File: config.mk
export PLATFORM = sky130hd
export DESIGN_NAME = yuv2rgb_conv
export DESIGN_NICKNAME = d
export VERILOG_FILES = /design/src/rtl/csc_pkg.sv /design/src/rtl/csc_coef_bank.sv /design/src/rtl/csc_pipe_ctl.sv /design/src/rtl/csc_channel.sv /design/src/rtl/yuv2rgb_conv.sv
export SDC_FILE = /design/constraint.sdc
export NUM_CORES = 2
export LEC_CHECK = 0
export ABC_CLOCK_PERIOD_IN_PS = 5200
export BUFFER_PORTS_ARGS = -buffer_cell sky130_fd_sc_hd__buf_2
export CAP_MARGIN = 5
export CORE_ASPECT_RATIO = 1.75
export CORE_MARGIN = 1.5
export CORE_UTILIZATION = 30
export CTS_BUF_LIST = sky130_fd_sc_hd__clkbuf_16
export CTS_CLUSTER_SIZE = 30
export DETAILED_ROUTE_END_ITERATION = 7
export GPL_TIMING_DRIVEN = 1
export MAX_ROUTING_LAYER = met4
export SETUP_SLACK_MARGIN = 0.4
export SYNTH_ARGS = -nofsm -noshare
export SYNTH_HDL_FRONTEND = slang
export SYNTH_SLANG_ARGS = --single-unit
export TNS_END_PERCENT = 50
File: constraint.sdc
create_clock -name clk -period 5.2 [get_ports clk]
set_input_delay 0.52 -clock clk [delete_from_list [all_inputs] [get_ports clk]]
set_output_delay 0.52 -clock clk [all_outputs]
set_load 0.01 [all_outputs]
File: src/rtl/csc_pkg.sv
package csc_pkg;
    localparam int PIX_W     = 8;
    localparam int K_W       = 13;
    localparam int OFS_W     = 14;
    localparam int FRAC      = 10;
    localparam int OFS_SHIFT = 6;
    localparam int NCH       = 3;   // 0 = green, 1 = red, 2 = blue
    localparam int FIELDS    = 4;   // kY, kU, kV, ofs
    localparam int ADDR_W    = 4;
    localparam int STAGES    = 3;

    typedef struct packed {
        logic signed [K_W-1:0]   ky;
        logic signed [K_W-1:0]   ku;
        logic signed [K_W-1:0]   kv;
        logic signed [OFS_W-1:0] ofs;
    } row_t;

    function automatic row_t reset_row(input int ch);
        row_t r;
        unique case (ch)
            0:       r = '{ky: 13'h04A7, ku: 13'h1E6F, kv: 13'h1CBF, ofs: 14'h0877};
            1:       r = '{ky: 13'h04A7, ku: 13'h0000, kv: 13'h0662, ofs: 14'h3211};
            default: r = '{ky: 13'h04A7, ku: 13'h0812, kv: 13'h0000, ofs: 14'h2EB1};
        endcase
        return r;
    endfunction
endpackage

File: src/rtl/csc_coef_bank.sv
module csc_coef_bank
    import csc_pkg::*;
#(
    parameter int N_ROWS = NCH
) (
    input  logic                  clk,
    input  logic                  rst_n,
    input  logic                  cfg_we,
    input  logic [ADDR_W-1:0]     cfg_addr,
    input  logic [OFS_W-1:0]      cfg_data,
    output row_t [N_ROWS-1:0]     rows
);
    localparam int FSEL_W = $clog2(FIELDS);

    logic [ADDR_W-FSEL_W-1:0] row_sel;
    logic [FSEL_W-1:0]        fld_sel;

    always_comb begin
        row_sel = cfg_addr[ADDR_W-1:FSEL_W];
        fld_sel = cfg_addr[FSEL_W-1:0];
    end

    for (genvar g = 0; g < N_ROWS; g++) begin : g_row
        row_t row_q;

        always_ff @(posedge clk) begin
            if (!rst_n) begin
                row_q <= reset_row(g);
            end else if (cfg_we && (row_sel == (ADDR_W-FSEL_W)'(g))) begin
                unique case (fld_sel)
                    2'd0:    row_q.ky  <= cfg_data[K_W-1:0];
                    2'd1:    row_q.ku  <= cfg_data[K_W-1:0];
                    2'd2:    row_q.kv  <= cfg_data[K_W-1:0];
                    default: row_q.ofs <= cfg_data;
                endcase
            end
        end

        assign rows[g] = row_q;
    end
endmodule

File: src/rtl/csc_pipe_ctl.sv
module csc_pipe_ctl
    import csc_pkg::*;
#(
    parameter int N_STG = STAGES
) (
    input  logic clk,
    input  logic rst_n,
    input  logic in_valid,
    input  logic out_ready,
    output logic adv,
    output logic out_valid
);
    logic [N_STG-1:0] vld_q;

    always_comb begin
        adv       = out_ready || !vld_q[N_STG-1];
        out_valid = vld_q[N_STG-1];
    end

    always_ff @(posedge clk) begin
        if (!rst_n) begin
            vld_q <= '0;
        end else if (adv) begin
            vld_q <= {vld_q[N_STG-2:0], in_valid};
        end
    end
endmodule

File: src/rtl/csc_channel.sv
module csc_channel
    import csc_pkg::*;
#(
    parameter int P_W = PIX_W
) (
    input  logic           clk,
    input  logic           rst_n,
    input  logic           adv,
    input  row_t           row,
    input  logic [P_W-1:0] y,
    input  logic [P_W-1:0] u,
    input  logic [P_W-1:0] v,
    output logic [P_W-1:0] pix
);
    localparam int PROD_W = K_W + P_W + 1;
    localparam int ACC_W  = PROD_W + 3;
    localparam logic signed [ACC_W-1:0] ROUND = ACC_W'(1) <<< (FRAC - 1);
    localparam logic signed [ACC_W-1:0] MAXV  = (ACC_W'(1) <<< P_W) - ACC_W'(1);

    logic signed [PROD_W-1:0] py_q, pu_q, pv_q;
    logic signed [ACC_W-1:0]  ofs_q, ofs_ext, acc_q, scaled;
    logic [P_W-1:0]           pix_q, sat;

    always_comb begin
        ofs_ext = ACC_W'($signed(row.ofs)) <<< OFS_SHIFT;
        scaled  = acc_q >>> FRAC;
        if (scaled < 0)         sat = '0;
        else if (scaled > MAXV) sat = '1;
        else                    sat = scaled[P_W-1:0];
    end

    // stage 1: products and aligned offset
    always_ff @(posedge clk) begin
        if (!rst_n) begin
            py_q  <= '0;
            pu_q  <= '0;
            pv_q  <= '0;
            ofs_q <= '0;
        end else if (adv) begin
            py_q  <= $signed(row.ky) * $signed({1'b0, y});
            pu_q  <= $signed(row.ku) * $signed({1'b0, u});
            pv_q  <= $signed(row.kv) * $signed({1'b0, v});
            ofs_q <= ofs_ext;
        end
    end

    // stage 2: sum with rounding bias
    always_ff @(posedge clk) begin
        if (!rst_n) begin
            acc_q <= '0;
        end else if (adv) begin
            acc_q <= ACC_W'(py_q) + ACC_W'(pu_q) + ACC_W'(pv_q) + ofs_q + ROUND;
        end
    end

    // stage 3: scale down and saturate
    always_ff @(posedge clk) begin
        if (!rst_n) begin
            pix_q <= '0;
        end else if (adv) begin
            pix_q <= sat;
        end
    end

    assign pix = pix_q;
endmodule

File: src/rtl/yuv2rgb_conv.sv
module yuv2rgb_conv
    import csc_pkg::*;
#(
    parameter int P_W = PIX_W
) (
    input  logic              clk,
    input  logic              rst_n,
    input  logic              in_valid,
    output logic              in_ready,
    input  logic [P_W-1:0]    in_y,
    input  logic [P_W-1:0]    in_u,
    input  logic [P_W-1:0]    in_v,
    output logic              out_valid,
    input  logic              out_ready,
    output logic [P_W-1:0]    out_r,
    output logic [P_W-1:0]    out_g,
    output logic [P_W-1:0]    out_b,
    input  logic              cfg_we,
    input  logic [ADDR_W-1:0] cfg_addr,
    input  logic [OFS_W-1:0]  cfg_data
);
    row_t [NCH-1:0]        rows;
    logic                  adv;
    logic [NCH-1:0][P_W-1:0] pix;

    csc_coef_bank #(.N_ROWS(NCH)) u_bank (
        .clk(clk), .rst_n(rst_n), .cfg_we(cfg_we),
        .cfg_addr(cfg_addr), .cfg_data(cfg_data), .rows(rows)
    );

    csc_pipe_ctl #(.N_STG(STAGES)) u_ctl (
        .clk(clk), .rst_n(rst_n), .in_valid(in_valid),
        .out_ready(out_ready), .adv(adv), .out_valid(out_valid)
    );

    for (genvar c = 0; c < NCH; c++) begin : g_ch
        csc_channel #(.P_W(P_W)) u_ch (
            .clk(clk), .rst_n(rst_n), .adv(adv), .row(rows[c]),
            .y(in_y), .u(in_u), .v(in_v), .pix(pix[c])
        );
    end

    always_comb begin
        in_ready = adv;
        out_g    = pix[0];
        out_r    = pix[1];
        out_b    = pix[2];
    end
endmodule

==> qor.txt <==
minimum clock period: 5290 ps
crit path launch: g_ch[1].u_ch.py_q[3]
Max VDD drop: 0.451 mV
Most Crowded Layer GR: met2
Layout Nets: 8,694
met2 usage: 34.6%
Area growth, synth to finish: 19.5%
TritonCTS clock tree: built
Setup CP Type: reg2reg
Vias: 46,200
grt total ovfl: 0
Tot GR Track Use: 18.4%
async set or reset register ratio after synthesis: 0%
crit end category: flip-flop
vias in the first global route: 50,000
Max H-tree Level: 2
DRC viols: 0
CP Launch Type: flip-flop
antenna-violating nets left: 0
Pleak: 33.6 nW
vias per cell: 4.72
total core area: 0.191 mm^2
met3 Usage GRT: 1.95%
most frequent cells in the layout: inv_1 (1,284), nand2_1 (1,126), fa_1 (808)
worst hold margin: 120 ps
CTS root buf: clkbuf_16
initial antenna violation count: 17
synthesized area per cell: 8.39 um^2
Worst-path clk slew: 70 ps
status: complete, but fails checks
total CTS buffers: 49
most common cell after layout, fill and taps aside: inv_1
Final Setup Violations: 6
number of port buffers: 72
HPWL Detailed: 136,000 um
Reg-to-Reg Start: g_ch[1].u_ch.py_q[3]
fraction of layout cells with a size suffix above 1: 16.8%
post-route clock period utilization: 102%
Inst Count DP: 9,592
CTS Sinks: 471
worst clock skew: 34.8 ps
Max Cap Violations: 0
Hold Path Class: in2reg
relative slew slack: 17.9%
IO Pins: 73
Post-synth EDFFs: 0
Slew @ Worst Pin: 1230 ps
wire per inst: 17.7 um
final wirelength: 173,000 um
fin util: 36.1%
Hold Crit Start: in_valid
Unique masters post-synth: 71
Die Width: 334 um
largest net degree at the start of global routing: 158
failing checks: setup timing
Cell Area, Synth: 0.0576 mm^2
initial core utilization: 30.2%
1st-iter DRT viols: 2,031
first-pass GRT wire length: 272,000 um
Arrival @ worst endpoint: 5810 ps
Clock Path Buffers: 3
gpl congestion: 0.907
critical path peak fanout: 3
Slew Limit Fails: 0
Power Dens Cells: 402 mW/mm^2
drt first pass iters: 5
met1 usage: 18.7%
clock latency on the worst-skew pair: 660 ps
die area: 0.195 mm^2
Setup WS pre-CTS: -572 ps
flops & latches, synth: 471
RSZ-0062 raised after global routing: true
setup slack after layout: -88.3 ps
Post-Layout Cell Count: 9,782
Peak Freq: 189 MHz
chip height: 583 um
syn nets: 8,293
Hold Fails Final Rpt: 0
FP Rows: 212
CP Data Required Time: 5720 ps
synthesis warning total: 0
Main synth FF type: dfxtp_1
Post-Route Setup TNS: -362 ps
sequential share of the synthesized area: 16.4%
Cells after Synth: 6,866
## area by class of cell
cell class | instances | area, um^2
Clock inverter | 43 | 412
Multi-Input combinational cell | 4778 | 44400
Tap cell | 2461 | 3080
Antenna cell | 13 | 32.5
Clock buffer | 49 | 1230
Timing Repair Buffer | 652 | 5110
Sequential cell | 471 | 9640
Inverter | 1315 | 4940
Fill cell | 19300 | 122000
## synth_stat cells (all sizes together) (139+ instances only)
master | count | area share [%]
dfxtp | 471 | 16
o21ai | 226 | 2.0
inv | 1315 | 8.6
nand2 | 1144 | 7.5
a21boi | 186 | 2.4
clkbuf | 281 | 1.8
xnor2 | 139 | 2.1
nor2 | 170 | 1.1
fa | 819 | 28
ha | 561 | 12
and2 | 608 | 6.6
a21oi | 164 | 1.4
## logic make-up (layout without fill, tap and decap cells)
family                   count (synthesis)  after routing  synth area share, %
AO/OA/AOI/OAI                          798            798                 9.16
XOR/XNOR                               222            222                 3.38
adder cells (fa/ha/maj)               1380           1380                 40.7
buffers and inverters                 1617           2059                 10.5
flip-flops                             471            471                 16.4
multiplexers                            29             29                0.506
other                                    0             13                    0
AND/OR/NAND/NOR                       2349           2349                 19.4
## where the power goes
part           switching (W)  internal [W]
clock network        0.00178       0.00201
logic                0.00983       0.00921
registers           0.000582       0.00423
## final timing paths
check	end	slack [ps]	cells past startpoint
max	g_ch[1].u_ch.acc_q[23]	-90	22
min	u_ctl.vld_q[0]	120	3
max reg2reg	g_ch[1].u_ch.acc_q[23]	-90	22
min reg2reg	g_ch[0].u_ch.acc_q[18]	450	2
## metrics by stage
step | cell area [um^2] | total power, W
2_1_floorplan | 58000 | 0.0152
3_3_place_gp | 64000 | 0.0204
3_5_place_dp | 64000 | 0.0208
4_1_cts | 67100 | 0.0261
5_1_grt | 68800 | 0.0300
6_report | 68800 | 0.0276
## critical path, cell delays in order (launching register included)
cell,delay (ps)
dfxtp_1,350
inv_1,60
fa_1,490
inv_2,50
ha_4,220
a2111oi_4,420
o31ai_4,160
a31oi_4,270
o21ai_4,90
xnor2_1,150
ha_1,280
inv_1,40
ha_1,290
nand4_1,170
a2111oi_4,370
mux2_4,240
nor3_4,50
o41a_1,490
o311a_4,390
o31ai_4,230
a21oi_2,110
xor2_1,150
o21ai_1,70
## flip-flops by register name, summed over array words and instances, names as in the netlist
name and cells:
g_ch.u_ch.acc_q 45, g_ch.u_ch.ofs_q 42, g_ch.u_ch.pix 24, g_ch.u_ch.pu_q 66, g_ch.u_ch.pv_q 66, g_ch.u_ch.py_q 66
u_bank.rows 159, u_ctl.vld_q 3
## repair_timing
| action | 4_1_cts | 5_1_grt |
|---|---|---|
| resized for setup | 291 | 344 |
| endpoints found under the setup margin | 87 | 107 |
| hold buffers | 0 | 0 |
| pin swaps | 129 | 216 |
| buffers inserted | 39 | 46 |
## layer usage
metal  vias up  routed length [um]
li1      21900                   -
met2       856               92800
met4         0               10400
met3       377                6470
met5         -                   0
met1     23100               63100
(Power assumes the default switching activity.)
